==> src/rtl/accsh_pkg.sv <==
package accsh_pkg;
   localparam int unsigned CODE_W    = 3;
   localparam int unsigned NUM_CODES = 1 << CODE_W;
   localparam int unsigned MAX_SHIFT = 15;
   localparam logic [CODE_W-1:0] CODE_SIX = 3'd5;

   function automatic int unsigned code_amount(input int unsigned c);
      case (c)
         0: return 0;
         1: return 1;
         2: return 2;
         3: return 3;
         4: return 4;
         5: return 6;
         6: return 8;
         default: return 15;
      endcase
   endfunction
endpackage

==> src/rtl/accsh_decode.sv <==
module accsh_decode
   import accsh_pkg::*;
#(
   parameter int unsigned IND_W = 4
) (
   input  logic              dir_left,
   input  logic [CODE_W-1:0] shift_code,
   input  logic              use_ind,
   input  logic [IND_W-1:0]  ind_amt,
   output logic [CODE_W-1:0] sel_code,
   output logic              illegal
);
   logic [CODE_W-1:0] ind_code;
   logic              ind_bad;
   logic [CODE_W-1:0] raw_code;

   always_comb begin
      ind_bad  = 1'b0;
      ind_code = '0;
      case (ind_amt)
         IND_W'(0):  ind_code = 3'd0;
         IND_W'(1):  ind_code = 3'd1;
         IND_W'(2):  ind_code = 3'd2;
         IND_W'(3):  ind_code = 3'd3;
         IND_W'(4):  ind_code = 3'd4;
         IND_W'(6):  ind_code = 3'd5;
         IND_W'(8):  ind_code = 3'd6;
         IND_W'(15): ind_code = 3'd7;
         default:    ind_bad  = 1'b1;
      endcase
   end

   always_comb begin
      raw_code = use_ind ? ind_code : shift_code;
      illegal  = (use_ind & ind_bad) | (~dir_left & (raw_code == CODE_SIX));
      sel_code = illegal ? '0 : raw_code;
   end
endmodule

==> src/rtl/accsh_shift.sv <==
module accsh_shift
   import accsh_pkg::*;
#(
   parameter int unsigned ACC_W = 34,
   parameter int unsigned EXT_W = ACC_W + MAX_SHIFT
) (
   input  logic [ACC_W-1:0]  acc,
   input  logic              dir_left,
   input  logic [CODE_W-1:0] sel_code,
   output logic [EXT_W-1:0]  shifted
);
   logic signed [EXT_W-1:0] ext_s;
   logic [EXT_W-1:0] cand_l [NUM_CODES];
   logic [EXT_W-1:0] cand_r [NUM_CODES];

   assign ext_s = $signed({{(EXT_W-ACC_W){acc[ACC_W-1]}}, acc});

   for (genvar g = 0; g < NUM_CODES; g++) begin : g_amt
      localparam int unsigned AMT = code_amount(g);
      assign cand_l[g] = ext_s <<< AMT;
      assign cand_r[g] = ext_s >>> AMT;
   end

   assign shifted = dir_left ? cand_l[sel_code] : cand_r[sel_code];
endmodule

==> src/rtl/accsh_sat.sv <==
module accsh_sat #(
   parameter int unsigned EXT_W   = 49,
   parameter int unsigned OUT_W   = 24,
   parameter int unsigned LSB_POS = 6
) (
   input  logic [EXT_W-1:0] wide,
   output logic [OUT_W-1:0] data,
   output logic             ovf
);
   localparam int unsigned MSB_POS = OUT_W + LSB_POS - 1;
   localparam logic [OUT_W-1:0] POS_FULL = {1'b0, {(OUT_W-1){1'b1}}};
   localparam logic [OUT_W-1:0] NEG_FULL = {1'b1, {(OUT_W-1){1'b0}}};

   logic [EXT_W-1:MSB_POS] upper;
   logic fits;

   assign upper = wide[EXT_W-1:MSB_POS];
   assign fits  = (&upper) | ~(|upper);
   assign ovf   = ~fits;
   assign data  = fits ? wide[MSB_POS:LSB_POS]
                       : (wide[EXT_W-1] ? NEG_FULL : POS_FULL);
endmodule

==> src/rtl/accsh_unit.sv <==
module accsh_unit
   import accsh_pkg::*;
#(
   parameter int unsigned ACC_W   = 34,
   parameter int unsigned GUARD_W = 4,
   parameter int unsigned OUT_W   = 24,
   parameter int unsigned IND_W   = 4
) (
   input  logic              clk,
   input  logic              rst_n,
   input  logic              in_valid,
   input  logic [ACC_W-1:0]  acc_in,
   input  logic              dir_left,
   input  logic [CODE_W-1:0] shift_code,
   input  logic              use_ind,
   input  logic [IND_W-1:0]  ind_amt,
   output logic              out_valid,
   output logic [OUT_W-1:0]  out_data,
   output logic              out_ovf,
   output logic              out_err
);
   localparam int unsigned LSB_POS = ACC_W - GUARD_W - OUT_W;
   localparam int unsigned MSB_POS = OUT_W + LSB_POS - 1;
   localparam int unsigned EXT_W   = ACC_W + MAX_SHIFT;

   if (ACC_W <= GUARD_W + OUT_W) begin : g_bad_width
      $error("accsh_unit: ACC_W must exceed GUARD_W + OUT_W");
   end
   if (IND_W < 4) begin : g_bad_ind
      $error("accsh_unit: IND_W must hold amount 15");
   end

   logic [CODE_W-1:0] sel_code;
   logic              illegal;
   logic [EXT_W-1:0]  shifted;
   logic [OUT_W-1:0]  sat_data;
   logic              sat_ovf;

   accsh_decode #(.IND_W(IND_W)) u_dec (
      .dir_left  (dir_left),
      .shift_code(shift_code),
      .use_ind   (use_ind),
      .ind_amt   (ind_amt),
      .sel_code  (sel_code),
      .illegal   (illegal)
   );

   accsh_shift #(.ACC_W(ACC_W), .EXT_W(EXT_W)) u_shf (
      .acc     (acc_in),
      .dir_left(dir_left),
      .sel_code(sel_code),
      .shifted (shifted)
   );

   accsh_sat #(.EXT_W(EXT_W), .OUT_W(OUT_W), .LSB_POS(LSB_POS)) u_sat (
      .wide(shifted),
      .data(sat_data),
      .ovf (sat_ovf)
   );

   always_ff @(posedge clk) begin
      if (!rst_n) begin
         out_valid <= 1'b0;
         out_data  <= '0;
         out_ovf   <= 1'b0;
         out_err   <= 1'b0;
      end else begin
         out_valid <= in_valid;
         out_ovf   <= in_valid & sat_ovf;
         out_err   <= in_valid & illegal;
         if (in_valid) out_data <= sat_data;
      end
   end

   p_latency_r1: assert property (@(posedge clk) disable iff (!rst_n)
      in_valid |=> out_valid);

   p_sat_code_r5: assert property (@(posedge clk) disable iff (!rst_n)
      out_ovf |-> (out_data == {1'b0, {(OUT_W-1){1'b1}}} ||
                   out_data == {1'b1, {(OUT_W-1){1'b0}}}));

   p_err_passthru_r8: assert property (@(posedge clk) disable iff (!rst_n)
      (in_valid && use_ind && !dir_left && ind_amt == IND_W'(5)) |=>
         (out_err && (out_ovf || out_data == $past(acc_in[MSB_POS:LSB_POS]))));

   p_flag_qual_r9: assert property (@(posedge clk) disable iff (!rst_n)
      (out_ovf || out_err) |-> out_valid);

   p_hold_r9: assert property (@(posedge clk) disable iff (!rst_n)
      !in_valid |=> (!out_valid && $stable(out_data)));
endmodule

==> config.mk <==
export PLATFORM = sky130hd
export DESIGN_NAME = accsh_unit
export DESIGN_NICKNAME = d
export VERILOG_FILES = /design/src/rtl/accsh_pkg.sv /design/src/rtl/accsh_decode.sv /design/src/rtl/accsh_shift.sv /design/src/rtl/accsh_sat.sv /design/src/rtl/accsh_unit.sv
export SDC_FILE = /design/constraint.sdc
export NUM_CORES = 1
export LEC_CHECK = 0
export BUFFER_PORTS_ARGS = -buffer_cell sky130_fd_sc_hd__buf_2
export CAP_MARGIN = 5
export CORE_ASPECT_RATIO = 0.75
export CORE_MARGIN = 2
export CORE_UTILIZATION = 30
export CTS_BUF_LIST = sky130_fd_sc_hd__clkbuf_16
export DETAILED_ROUTE_END_ITERATION = 12
export PLACE_DENSITY = 0.49
export SLEW_MARGIN = 40
export SYNTH_ARGS = -nofsm -noshare
export SYNTH_HDL_FRONTEND = slang
export SYNTH_SLANG_ARGS = --single-unit
export TNS_END_PERCENT = 50
==> constraint.sdc <==
create_clock -name clk -period 4.2 [get_ports clk]
set_input_delay 0.42 -clock clk [delete_from_list [all_inputs] [get_ports clk]]
set_output_delay 0.42 -clock clk [all_outputs]
set_load 0.05 [all_outputs]
-- Yosys cells after proc, flatten, opt, wreduce, memory -nomap -nowiden
Index checks and enable logic that the tools add are counted.
- mux-type cells: 13
- equal/unequal tests: 8
- magnitude comparators: 1
- reduce and logical (&&, ||, !) cells: 4
- bitwise logic cells: 10
- operators with widths (kind ; number):
    $bmux W49 S3 ; 2
    $mux W49 ; 5
    $mux W24 ; 2
    $pmux W3 S7 ; 1
    $reduce_and A20 Y1 ; 1
    $reduce_or A20 Y1 ; 1
    $eq A4 B2 Y1 const B ; 2
    $eq A4 B3 Y1 const B ; 2
    $eq A4 B4 Y1 const B ; 2
    $reduce_or A8 Y1 ; 1
    $mux W3 ; 2
    $and A1 B1 Y1 ; 4
    $eq A4 B1 Y1 const B ; 1
    $ge A4 B4 Y1 const B ; 1
    $logic_not A4 Y1 ; 1
    $not A3 Y4 ; 1
    $eq A3 B3 Y1 const B ; 1
    $not A1 Y1 ; 3
    $or A1 B1 Y1 ; 2
    $mux W1 ; 1
- flip-flop bits (word level): 27
- input bits: 46
- logic and storage cells: 40
- output and inout port bits: 27

-- Logic depth before layout (Yosys ltp)
- depth in word-level cells: 17
- depth in mapped cells: 15

-- By module
From an unflattened synthesis, not the netlist that was laid out.
- cells, all modules: 573
- area, all modules: 5858.1 um2
- by module, submodules not included (module ; cells an instance ; area an instance (um2) ; seq. area each (um2) ; times used):
    accsh_shift ; 423 ; 4341.7 ; 0.0 ; 1
    accsh_unit ; 83 ; 1008.5 ; 540.5 ; 1
    accsh_sat ; 44 ; 335.3 ; 0.0 ; 1
    accsh_decode ; 23 ; 172.7 ; 0.0 ; 1

-- Worst setup path before layout
OpenSTA, ideal clock, no wires.
- path kind: input-to-reg
- start: input port ind_amt[2]
- end: register out_data[11]
- stages: 13
- setup time: 0.088 ns
- arrival time: 3.216 ns
- path slack: 0.896 ns
- cell sequence: buf_6 -> or3b_2 -> a41oi_2 -> buf_2 -> mux2i_1 -> o22ai_1 -> a221o_1 -> a211o_1 -> a2111oi_4 -> o2bb2ai_4 -> o21ai_4 -> buf_6 -> a311oi_2
- cells in the longest elaborated chain, start to end: 16
- ends and longest elaborated chain (item ; RTL line ; source):
    from (decl) ; accsh_unit.sv:16 ; input logic [IND_W-1:0] ind_amt,
    $eq A4 B4 Y1, or another cell as far along ; accsh_decode.sv:20 ; case (ind_amt)
    $pmux W3 S7 ; accsh_decode.sv:20 ;
    $mux W3 ; accsh_decode.sv:34 ; raw_code = use_ind ? ind_code : shift_code;
    $eq A3 B3 Y1 ; accsh_decode.sv:35 ; illegal = (use_ind & ind_bad) | (~dir_left & (raw_code == CODE_SIX));
    $and A1 B1 Y1 ; accsh_decode.sv:35 ;
    $or A1 B1 Y1 ; accsh_decode.sv:35 ;
    $mux W3 * ; accsh_decode.sv:36 ; sel_code = illegal ? '0 : raw_code;
    $not A3 Y4 (implied by the code) * ; accsh_shift.sv:24 ; assign shifted = dir_left ? cand_l[sel_code] : cand_r[sel_code];
    $bmux W49 S3 ; accsh_shift.sv:24 ;
    $mux W49 (implied by the code) (2 in a row) ; accsh_shift.sv:24 ;
    $mux W49 * ; accsh_shift.sv:24 ;
    $reduce_or A20 Y1 ; accsh_sat.sv:18 ; assign fits = (&upper) | ~(|upper);
    $not A1 Y1 ; accsh_sat.sv:18 ;
    $or A1 B1 Y1 ; accsh_sat.sv:18 ;
    $mux W24 * ; accsh_sat.sv:20 ; assign data = fits ? wide[MSB_POS:LSB_POS]
    to (signal assigned) ; accsh_unit.sv:71 ; if (in_valid) out_data <= sat_data;
    to (decl) ; accsh_unit.sv:18 ; output logic [OUT_W-1:0] out_data,
Every way passes the cells marked *; elsewhere a longest branch is shown, timed or not. The select of a mux whose other input is x is not followed.
A chain may end at the register's enable or synchronous reset.

-- Worst setup path in the final report
- start: input port ind_amt[3]
- end: register out_data[2]
The elaborated chain is that of the path after synthesis.

==> results.yml <==
hold_path:
  min-delay-path-class: "in2reg"
  holdPathEnd: "out_data[23]"
  min_path_cells: 2
  hp-start: "rst_n"
placement:
  pre_cts_ws_ps: 267
  io_buffers: 72
  gp_congestion: 1.01
  dp.final_hpwl_mm: 15.8
clock_network:
  path_clk_slew_ps: 70
  cts_setup_buffers: 0
  insertion_delay_ps: 260
  cts-resized-gates: 0
  cts_tree: "built"
  cts_sinks: 27
  cts_max_level: 1
  cts-root-buf: "clkbuf_16"
  cts_made_buffers: 3
  cts_buffer_depth: 2
  cts_hold_buffers: 0
setup_path:
  r2r-end: "out_data[17]"
  endpoint_kind: "flop"
  cp.arrival_ps: 3910
  cp.required_ps: 4320
  cp-start-kind: "input pin"
  worstSetupPathType: "in2reg"
  regToRegSetupSlack_ps: 3460
  ff2ff_path_depth: 2
  worst-path-max-fanout: 19
  r2r_start: "out_data[17]"
die:
  ios: 73
  rows: 38
  dieWidth_um: 146
  coreArea_sq_mm: 0.0146
  initial_core_util_pct: 31.0
  die_y_um: 110
  dieArea_sq_mm: 0.0161
timing:
  fin_tns_setup_ps: 0
  period_needed_ps: 3790
  finalMaxSlewViolations: 0
  fmax_ghz: 0.264
  rsz0062_at_grt: "no"
  worst_slack_ps: 411
  fin_crit_sh_pct: 90.2
  finClkSkew_ps: 0
  finalHoldViolCount: 0
  setup_viol: 0
  relSlewSlack_pct: 44.4
  worst_pin_slew_ps: 834
finish:
  multi_input_area_sq_mm: 0.00365
  final_nets: 820
  regArea_sq_um: 541
  syn_to_final_growth_pct: 16.7
  num_antenna_cells: 0
  drive_above_1_share_pct: 21.9
  fillerInstances: 1601
synth:
  syn-cell-area_sq_mm: 0.00453
  ys_warn_count: 0
  async_flop_share_pct: 0
  synth_cell_type_count: 76
  synth_edf_count: 0
  syn_area_per_cell_sq_um: 6.29
  syn_nets: 766
  syn_inst: 720
  ys_seq_elements: 27
  yosysSeqAreaShare_pct: 11.9
  synthFlopType: "dfxtp_1"
grt:
  overflow: 0
  grt_pass1_vias: 5729
  grt_max_degree: 53
  grt_pass1_wl_mm: 33.5
  met1_usage_pct: 39.0
  grt_use_total_pct: 25.8
  use_met3_pct: 5.70
  antenna_found_initial: 0
  grt_util_met2_pct: 36.1
  busiest_layer: "met1"
route:
  wl_per_cell_um: 22.2
  drt_iter0_markers: 758
  drc_errors: 0
  dr.pass1.iters: 5
  vias: 6230
  postRouteAntennaNets: 0
  vias_per_cell: 6.40
  routed_wl_mm: 21.6
outcome:
  outcome: "finished, final reports clean"
pwr:
  ir_drop_v: 0.000145
  power_density_mw_per_mm2: 263
  power_leakage_nw: 2.06
job:
  maxCapViolCount: 0
==> worst max-delay path by stage <==
stage          startpoint           end  slack [ps]  cells past startpoint
6_report       ind_amt[3]   out_data[2]         410                     11
5_1_grt        ind_amt[3]  out_data[21]         260                     12
4_1_cts        ind_amt[3]  out_data[10]         530                     13
3_5_place_dp   ind_amt[3]  out_data[10]         270                     13
3_3_place_gp   ind_amt[3]  out_data[10]         210                     12
2_1_floorplan  ind_amt[2]  out_data[11]         900                     13
==> through the flow <==
step	hold slack, ps	instance area [sq um]	cells	util, %	total power (W)
6_report	467	5290	973	36.2	0.00139
5_1_grt	498	5290	973	36.2	0.00147
4_1_cts	466	5290	973	36.2	0.00137
3_5_place_dp	474	5200	969	35.7	0.00114
3_3_place_gp	471	5180	967	35.5	0.00114
2_1_floorplan	554	4530	720	-	0.000859
==> registers in the layout, indices dropped and copies added, names as in the netlist <==
name	flops
out_err	1
out_ovf	1
out_data	24
out_valid	1
==> area by class of cell <==
class	count	area share, %
inverters	4	0.284
flip-flops and latches	27	10.2
repair buffers	121	14.2
clock inverters	1	0.142
well taps	200	4.73
clock buffers	3	1.42
multi-input cells	617	69.0
==> cells in the final DEF, fill, tap and decap left out, drive strengths merged, types with 6 or more instances in the layout <==
master    n
or4       7
and2      7
o211ai    8
nand3    38
nor2     86
a21oi   115
a311oi   26
buf     121
nor3     40
a31oi     6
mux2i    11
dfxtp    27
a211oi   13
o41ai     8
nand2   121
a221oi    6
o21ai    43
==> where the power goes <==
group          switching, W  internal, W  leakage, nW  total [W]
logic              0.000604     0.000283         1.80   0.000887
registers        0.00000847     0.000275        0.224   0.000283
clock network     0.0000907     0.000129       0.0371   0.000220
total              0.000703     0.000687         2.06    0.00139
==> cells by family after synthesis <==
logic type / synth area share (%)
buffers and inverters: 8.09
muxes: 2.68
and+or+nand+nor: 33.5
AOI/OAI and AO/OA: 43.8
DFF: 11.9
==> synthesized netlist by cell type (5+ instances only) <==
library cell | n | share of area, %
clkbuf_1 | 36 | 3.0
a31oi_1 | 6 | 0.83
nor3_1 | 37 | 4.1
or4_1 | 7 | 1.2
mux2i_1 | 11 | 2.4
nor2_1 | 86 | 7.1
and2_1 | 7 | 0.97
buf_6 | 6 | 1.5
a311oi_2 | 16 | 5.3
nand3_1 | 38 | 4.2
o22ai_1 | 5 | 0.69
nand2_1 | 119 | 9.9
a211oi_1 | 10 | 1.7
dfxtp_1 | 27 | 12
buf_1 | 7 | 0.58
o21ai_0 | 41 | 4.5
buf_2 | 20 | 2.2
o41ai_1 | 7 | 1.4
a221oi_1 | 5 | 0.97
a21oi_1 | 115 | 13
nor4_1 | 5 | 0.69
o211ai_1 | 8 | 1.3
a311oi_1 | 10 | 1.9
==> metal layers <==
metal / share of wire, % / vias up
met5: 0 / -
met4: 2.5 / 0
met3: 12 / 53
met2: 40 / 428
met1: 46 / 2927
li1: - / 2822
==> worst max-delay path: stages <==
cell      delay, ps
buf_2           140
or4bb_1         600
a41o_1          540
buf_4           300
a31oi_4         350
buf_4           320
nor3_1           90
nor3_1          200
a21oi_1         110
o21ai_0         640
a311oi_2        180
Power figures use the tool's default switching activity.
